[src/rtl/aclk_pkg.sv]
package aclk_pkg;

  localparam int RATIO_W   = 11;
  localparam int DIV_W     = 8;
  localparam int WIDTH_W   = 6;
  localparam int SLOT_W    = 3;
  localparam int MIN_RATIO = 16;
  localparam int MAX_RATIO = 1024;

  localparam int BITS_W = WIDTH_W + SLOT_W + 1;
  localparam int QUOT_W = (RATIO_W > BITS_W) ? RATIO_W : BITS_W;

  localparam logic [1:0] MODE_SLAVE  = 2'd0;
  localparam logic [1:0] MODE_MASTER = 2'd1;
  localparam logic [1:0] MODE_CTRL   = 2'd2;

  typedef struct packed {
    logic [DIV_W-1:0]   div;
    logic [RATIO_W-1:0] perBit;
    logic [BITS_W-1:0]  frameBits;
    logic               tdm;
  } aclk_cfg_t;

  typedef struct packed {
    logic active;
    logic advance;
  } aclk_strobe_t;

  typedef enum logic {ST_IDLE, ST_RUN} aclk_state_t;

endpackage

[src/rtl/aclk_ctrl.sv]
module aclk_ctrl
  import aclk_pkg::*;
(
  input  logic                clk,
  input  logic                rstN,
  input  logic                clkEn,
  input  logic [1:0]          modeSel,
  input  logic                tdmMode,
  input  logic [SLOT_W-1:0]   slotCountM1,
  input  logic [WIDTH_W-1:0]  slotBits,
  input  logic [RATIO_W-1:0]  mclkRatio,
  input  logic [DIV_W-1:0]    mclkDiv,
  input  logic                frameEnd,
  output aclk_strobe_t        strobe,
  output aclk_cfg_t           cfgUse,
  output logic                cfgError
);

  aclk_state_t state, stateNext;
  aclk_cfg_t   liveCfg, shadowCfg;

  logic [SLOT_W:0]   slotsEff;
  logic [BITS_W-1:0] frameBitsLive;
  logic [QUOT_W-1:0] ratioExt, bitsSafe, quotient, remainder;
  logic              ratioInRange, cfgOkLive, modeOk, startReq, keepReq;

  always_comb begin
    slotsEff      = tdmMode ? ({1'b0, slotCountM1} + 1'b1) : (SLOT_W+1)'(2);
    frameBitsLive = BITS_W'(slotsEff) * BITS_W'(slotBits);
    ratioExt      = QUOT_W'(mclkRatio);
    bitsSafe      = (frameBitsLive == '0) ? QUOT_W'(1) : QUOT_W'(frameBitsLive);
    quotient      = ratioExt / bitsSafe;
    remainder     = ratioExt % bitsSafe;
    ratioInRange  = (ratioExt >= QUOT_W'(MIN_RATIO)) && (ratioExt <= QUOT_W'(MAX_RATIO));
    cfgOkLive     = ratioInRange && (slotBits != '0) && (mclkDiv != '0) && (remainder == '0);
    modeOk        = (modeSel == MODE_MASTER) || (modeSel == MODE_CTRL);
    startReq      = clkEn && modeOk && cfgOkLive;
    keepReq       = clkEn && modeOk;

    liveCfg.div       = mclkDiv;
    liveCfg.perBit    = RATIO_W'(quotient);
    liveCfg.frameBits = frameBitsLive;
    liveCfg.tdm       = tdmMode;
  end

  always_comb begin
    stateNext = state;
    unique case (state)
      ST_IDLE: if (startReq) stateNext = ST_RUN;
      ST_RUN:  if (frameEnd && !keepReq) stateNext = ST_IDLE;
      default: stateNext = ST_IDLE;
    endcase
    strobe.active  = (stateNext == ST_RUN);
    strobe.advance = (state == ST_RUN);
    cfgUse         = (state == ST_RUN) ? shadowCfg : liveCfg;
  end

  always_ff @(posedge clk or negedge rstN) begin
    if (!rstN) begin
      state     <= ST_IDLE;
      shadowCfg <= '0;
      cfgError  <= 1'b0;
    end else begin
      state    <= stateNext;
      cfgError <= !cfgOkLive;
      if (state == ST_IDLE) shadowCfg <= liveCfg;
    end
  end

  AST_STOP_ON_FRAME_END: assert property (@(posedge clk) disable iff (!rstN)
    (state == ST_IDLE) && $past(state == ST_RUN) |-> $past(frameEnd));

  AST_START_CFG_CLEAN: assert property (@(posedge clk) disable iff (!rstN)
    (state == ST_RUN) && $past(state == ST_IDLE) |-> !cfgError);

endmodule

[src/rtl/aclk_datapath.sv]
module aclk_datapath
  import aclk_pkg::*;
(
  input  logic         clk,
  input  logic         rstN,
  input  aclk_strobe_t strobe,
  input  aclk_cfg_t    cfg,
  output logic         mclkOut,
  output logic         bclkOut,
  output logic         frameOut,
  output logic         frameEnd
);

  logic [DIV_W-1:0]   divCnt, divNext;
  logic [RATIO_W-1:0] halfCnt, halfNext;
  logic [BITS_W-1:0]  bitCnt, bitNext;
  logic               bitPhase, phaseNext;
  logic               mclkQ, mclkNext, bclkQ, frameQ, frameNext, activeQ;
  logic               divWrap, halfWrap, bitWrap;

  always_comb begin
    divWrap  = (divCnt == DIV_W'(cfg.div - 1'b1));
    halfWrap = divWrap && (halfCnt == RATIO_W'(cfg.perBit - 1'b1));
    bitWrap  = halfWrap && bitPhase;
    frameEnd = bitWrap && (bitCnt == BITS_W'(cfg.frameBits - 1'b1));
  end

  always_comb begin
    divNext   = '0;
    halfNext  = '0;
    bitNext   = '0;
    phaseNext = 1'b0;
    mclkNext  = 1'b0;
    if (strobe.active && strobe.advance) begin
      divNext   = divWrap ? '0 : divCnt + 1'b1;
      mclkNext  = divWrap ? !mclkQ : mclkQ;
      halfNext  = halfWrap ? '0 : (divWrap ? halfCnt + 1'b1 : halfCnt);
      phaseNext = halfWrap ? !bitPhase : bitPhase;
      bitNext   = bitWrap ? (frameEnd ? '0 : bitCnt + 1'b1) : bitCnt;
    end
    if (!strobe.active)
      frameNext = 1'b0;
    else if (cfg.tdm)
      frameNext = (bitNext == '0);
    else
      frameNext = (bitNext >= (cfg.frameBits >> 1));
  end

  always_ff @(posedge clk or negedge rstN) begin
    if (!rstN) begin
      divCnt   <= '0;
      halfCnt  <= '0;
      bitCnt   <= '0;
      bitPhase <= 1'b0;
      mclkQ    <= 1'b0;
      bclkQ    <= 1'b0;
      frameQ   <= 1'b0;
      activeQ  <= 1'b0;
    end else begin
      divCnt   <= divNext;
      halfCnt  <= halfNext;
      bitCnt   <= bitNext;
      bitPhase <= phaseNext;
      mclkQ    <= mclkNext;
      bclkQ    <= phaseNext;
      frameQ   <= frameNext;
      activeQ  <= strobe.active;
    end
  end

  assign mclkOut  = mclkQ;
  assign bclkOut  = bclkQ;
  assign frameOut = frameQ;

  AST_OFF_QUIET: assert property (@(posedge clk) disable iff (!rstN)
    !activeQ |-> !mclkQ && !bclkQ && !frameQ);

  AST_DIV_IN_RANGE: assert property (@(posedge clk) disable iff (!rstN)
    activeQ && strobe.advance |-> divCnt < cfg.div);

  AST_BCLK_ON_MCLK_EDGE: assert property (@(posedge clk) disable iff (!rstN)
    activeQ && $past(activeQ) && (bclkQ != $past(bclkQ)) |-> mclkQ != $past(mclkQ));

  AST_STROBE_ON_BCLK_FALL: assert property (@(posedge clk) disable iff (!rstN)
    activeQ && $past(activeQ) && (frameQ != $past(frameQ)) |-> $past(bclkQ) && !bclkQ);

  AST_SYNC_AFTER_WRAP: assert property (@(posedge clk) disable iff (!rstN)
    frameEnd && strobe.advance && cfg.tdm |=> frameOut || !activeQ);

endmodule

[src/rtl/audio_clock_gen.sv]
module audio_clock_gen
  import aclk_pkg::*;
(
  input  logic               clk,
  input  logic               rstN,
  input  logic               clkEn,
  input  logic [1:0]         modeSel,
  input  logic               tdmMode,
  input  logic [SLOT_W-1:0]  slotCountM1,
  input  logic [WIDTH_W-1:0] slotBits,
  input  logic [RATIO_W-1:0] mclkRatio,
  input  logic [DIV_W-1:0]   mclkDiv,
  output logic               mclkOut,
  output logic               bclkOut,
  output logic               frameOut,
  output logic               cfgError
);

  aclk_strobe_t strobe;
  aclk_cfg_t    cfgUse;
  logic         frameEnd;

  aclk_ctrl u_ctrl (
    .clk         (clk),
    .rstN        (rstN),
    .clkEn       (clkEn),
    .modeSel     (modeSel),
    .tdmMode     (tdmMode),
    .slotCountM1 (slotCountM1),
    .slotBits    (slotBits),
    .mclkRatio   (mclkRatio),
    .mclkDiv     (mclkDiv),
    .frameEnd    (frameEnd),
    .strobe      (strobe),
    .cfgUse      (cfgUse),
    .cfgError    (cfgError)
  );

  aclk_datapath u_dp (
    .clk      (clk),
    .rstN     (rstN),
    .strobe   (strobe),
    .cfg      (cfgUse),
    .mclkOut  (mclkOut),
    .bclkOut  (bclkOut),
    .frameOut (frameOut),
    .frameEnd (frameEnd)
  );

endmodule

[config.mk]
export PLATFORM = sky130hd
export DESIGN_NAME = audio_clock_gen
export DESIGN_NICKNAME = d
export VERILOG_FILES = /design/src/rtl/aclk_pkg.sv /design/src/rtl/aclk_ctrl.sv /design/src/rtl/aclk_datapath.sv /design/src/rtl/audio_clock_gen.sv
export SDC_FILE = /design/constraint.sdc
export NUM_CORES = 1
export LEC_CHECK = 0
export ABC_AREA = 1
export CORE_UTILIZATION = 30
export CTS_CLUSTER_SIZE = 28
export DETAILED_ROUTE_END_ITERATION = 10
export GPL_TIMING_DRIVEN = 0
export MAX_ROUTING_LAYER = met4
export SLEW_MARGIN = 20
export SYNTH_ARGS = -nofsm -noshare
export SYNTH_HDL_FRONTEND = slang
export SYNTH_SLANG_ARGS = --single-unit
[constraint.sdc]
create_clock -name clk -period 10.9 [get_ports clk]
set_input_delay 2.18 -clock clk [delete_from_list [all_inputs] [get_ports clk]]
set_output_delay 2.18 -clock clk [all_outputs]
set_load 0.1 [all_outputs]
==> metrics <==
routed length per placed instance=13.9 um; FMAX=0.0431 GHz; Die Area=28100 um2; clock root buffer master=clkbuf_16; routed wire length=23.7 mm; Std-Cell Rows=60; vias in the first global route=7671; # port buffers=37; total congestion overflow=0; Die Y=168 um; initial antenna violation count=0; YS warnings=0; Final WS setup=-12300 ps; clock slew at reported path FFs=50 ps; Starting Density=30.6%; post-synth net total=1331; Post-Synth XOR/XNOR Area=9.67%; min-delay src=u_dp.divCnt[0]; Slew HR=34.3%; number of synthesized register bits=64; Final HPWL DP=17.2 mm; width of the die=168 um; failing checks=setup timing; final hold vios=0; max-cap violation count=0; Mapped Area=8240 um2; CP required=11090 ps; CTS tree=built; instance count of the mapped netlist=1192; Pins Over Slew Limit=0; WHS Endpoint=u_dp.divCnt[0]; largest net degree at the start of global routing=42; ANT cells=0; Vias per Instance=4.83; clk sinks=64; M1 WL=10.9 mm; Clock Latency Late Sink=330 ps; post-synthesis average cell area=6.92 um2; post-layout min period=23200 ps; Post-synth EDFFs=0; post-synthesis compound-gate area fraction=12.6%; Crit Path Category=in2reg; WP data arrival=23390 ps; fillers=2626; simple-gate share of the synthesized area=31.6%; largest stage delay on the critical path=580 ps; Period Utilization, post-route=213%; FF-to-FF Start=u_ctrl.state; hold path depth=1; Finished Cell Area=11400 um2; placed cell areas=9270 um2; total core area=27000 um2; DR iter-0 viols=322; commonest cells after routing, fill and taps aside=nand2_1, inv_1, buf_4, nor2_1, ha_1; clock buffer count from CTS=9; unrepaired setup endpoints after global routing=true; H-tree Lvls=3; router iterations before antenna repair=5; combinational family with the most area after synthesis=simple AND/OR/NAND/NOR gates; crit end category=flop; met3 wire length=551 um; final worst clock skew=6.98 ps; clk buf depth=2; commonest non-fill, non-tap cell in the layout=nand2_1; Layout Nets=1499; crit path max fanout=8; I/O Pins=38; GR Util All Layers=16.5%; highest metal used=met4; synth unique cells=59; Worst R2R End=u_dp.frameOut; Main synth FF type=dfrtp_1; status=complete, but fails checks; share of cells above drive strength 1=32.2%; Hold WC Path Type=reg2reg; CP startpoint kind=input port; Final GP Congestion=0.912; sequential share of the synthesized area=19.4%; Worst R2R Setup Slack=5590 ps; Antenna Nets Post-Route=0; WL met2=11.7 mm; Adder-Cell Fraction of Synth Area=16.8%; Syn-to-layout area delta=38.4%; Vias=8244; Setup violations, final=40; post-synthesis async set-or-reset flop share=100%; Worst R2R Path Depth=33; first-pass GRT wire length=36.7 mm; slowest CP cell=fa_1; residual DRC count=0; mux contribution to synthesized area=0%; CP dominant cell by count=nand2_2; worst slew pin tran=983 ps
-- logic make-up after synthesis --
kind of cell	after synthesis
AO/OA/AOI/OAI	166
XOR/XNOR	91
adder cells (fa/ha/maj)	105
buffers and inverters	208
flip-flops	64
AND/OR/NAND/NOR	558
-- synth_stat cells, drive strengths merged (3+ instances only) --
master,n,area (um2)
nor4,9,56.3
o21ai,83,475
xnor2,33,289
nor2,111,475
nor3,21,120
clkbuf,12,45.0
buf,11,72.6
nand2,283,1130
nor3b,4,35.0
a21o,7,52.6
nand3b,3,22.5
a21oi,45,251
o21bai,9,75.1
inv,183,687
ha,96,1200
dfrtp,64,1600
fa,9,180
o2111ai,5,43.8
nand3,81,475
xor2,58,508
nand4,20,131
or2,23,144
-- per-stage QoR --
step                setup TNS, ps  hold WS, ps  cells  worst slack, ps  utilization (%)
detailed placement        -528220          513   1571           -15440             34.4
global placement          -513430          501   1570           -15040             34.3
global route              -466280          546   1706           -13660             42.3
finish                    -417270          515   1706           -12300             42.3
CTS                       -426200          518   1639           -12560             38.0
floorplan                 -372750          463   1192           -11170                -
-- worst max path at each step --
stage	start	end	slack (ps)	cells past startpoint
CTS	slotCountM1[2]	u_dp.frameOut	-12560	170
global route	slotCountM1[0]	u_dp.frameOut	-13660	169
global placement	slotCountM1[0]	u_dp.frameOut	-15040	167
detailed placement	slotCountM1[0]	u_dp.frameOut	-15440	168
floorplan	slotCountM1[0]	u_dp.frameOut	-11170	170
finish	slotBits[0]	u_dp.frameOut	-12300	163
-- worst max-delay path, delay by kind of cell --
family	cells	cell delay [ps]
compound gates	50	6950
simple gates	74	6930
fa+ha+maj	16	4840
buf+inv	20	2000
xor+xnor	3	400
-- flip-flops by register name, indices dropped and copies added (netlist names), 8 cells and up --
register	cells
u_dp.halfCnt	11
u_ctrl.shadowCfg	30
u_dp.bitCnt	10
u_dp.divCnt	8
-- layer usage --
metal  vias to the layer above  global-route usage, %
met1                      3874                   20.7
met5                         -                      -
met3                        33                   1.49
met2                       116                   28.2
li1                       4221                      -
met4                         0                   4.51
-- layout make-up --
| cell class | instances | area [um2] | share of cell area (%) |
|---|---|---|---|
| plain buffers | 23 | 160 | 1.40 |
| clock buffers | 13 | 260 | 2.28 |
| clock inverters | 3 | 40.0 | 0.351 |
| inverters | 185 | 719 | 6.30 |
| multi-input cells | 922 | 6880 | 60.3 |
| flip-flops and latches | 64 | 1600 | 14.0 |
| well taps | 341 | 427 | 3.74 |
| repair buffers | 155 | 1330 | 11.6 |
-- what timing repair did --
item | 4_1_cts | 5_1_grt
hold buffers | 0 | 0
endpoints found under the setup margin | 41 | 41
pin swaps | 57 | 145
gates resized for setup | 62 | 171
setup buffers | 52 | 65
gates cloned | 1 | 2
Power is left out: the tool's default activity adds up to more than one toggle a clock period on the data nets, which glitch-free logic cannot reach.
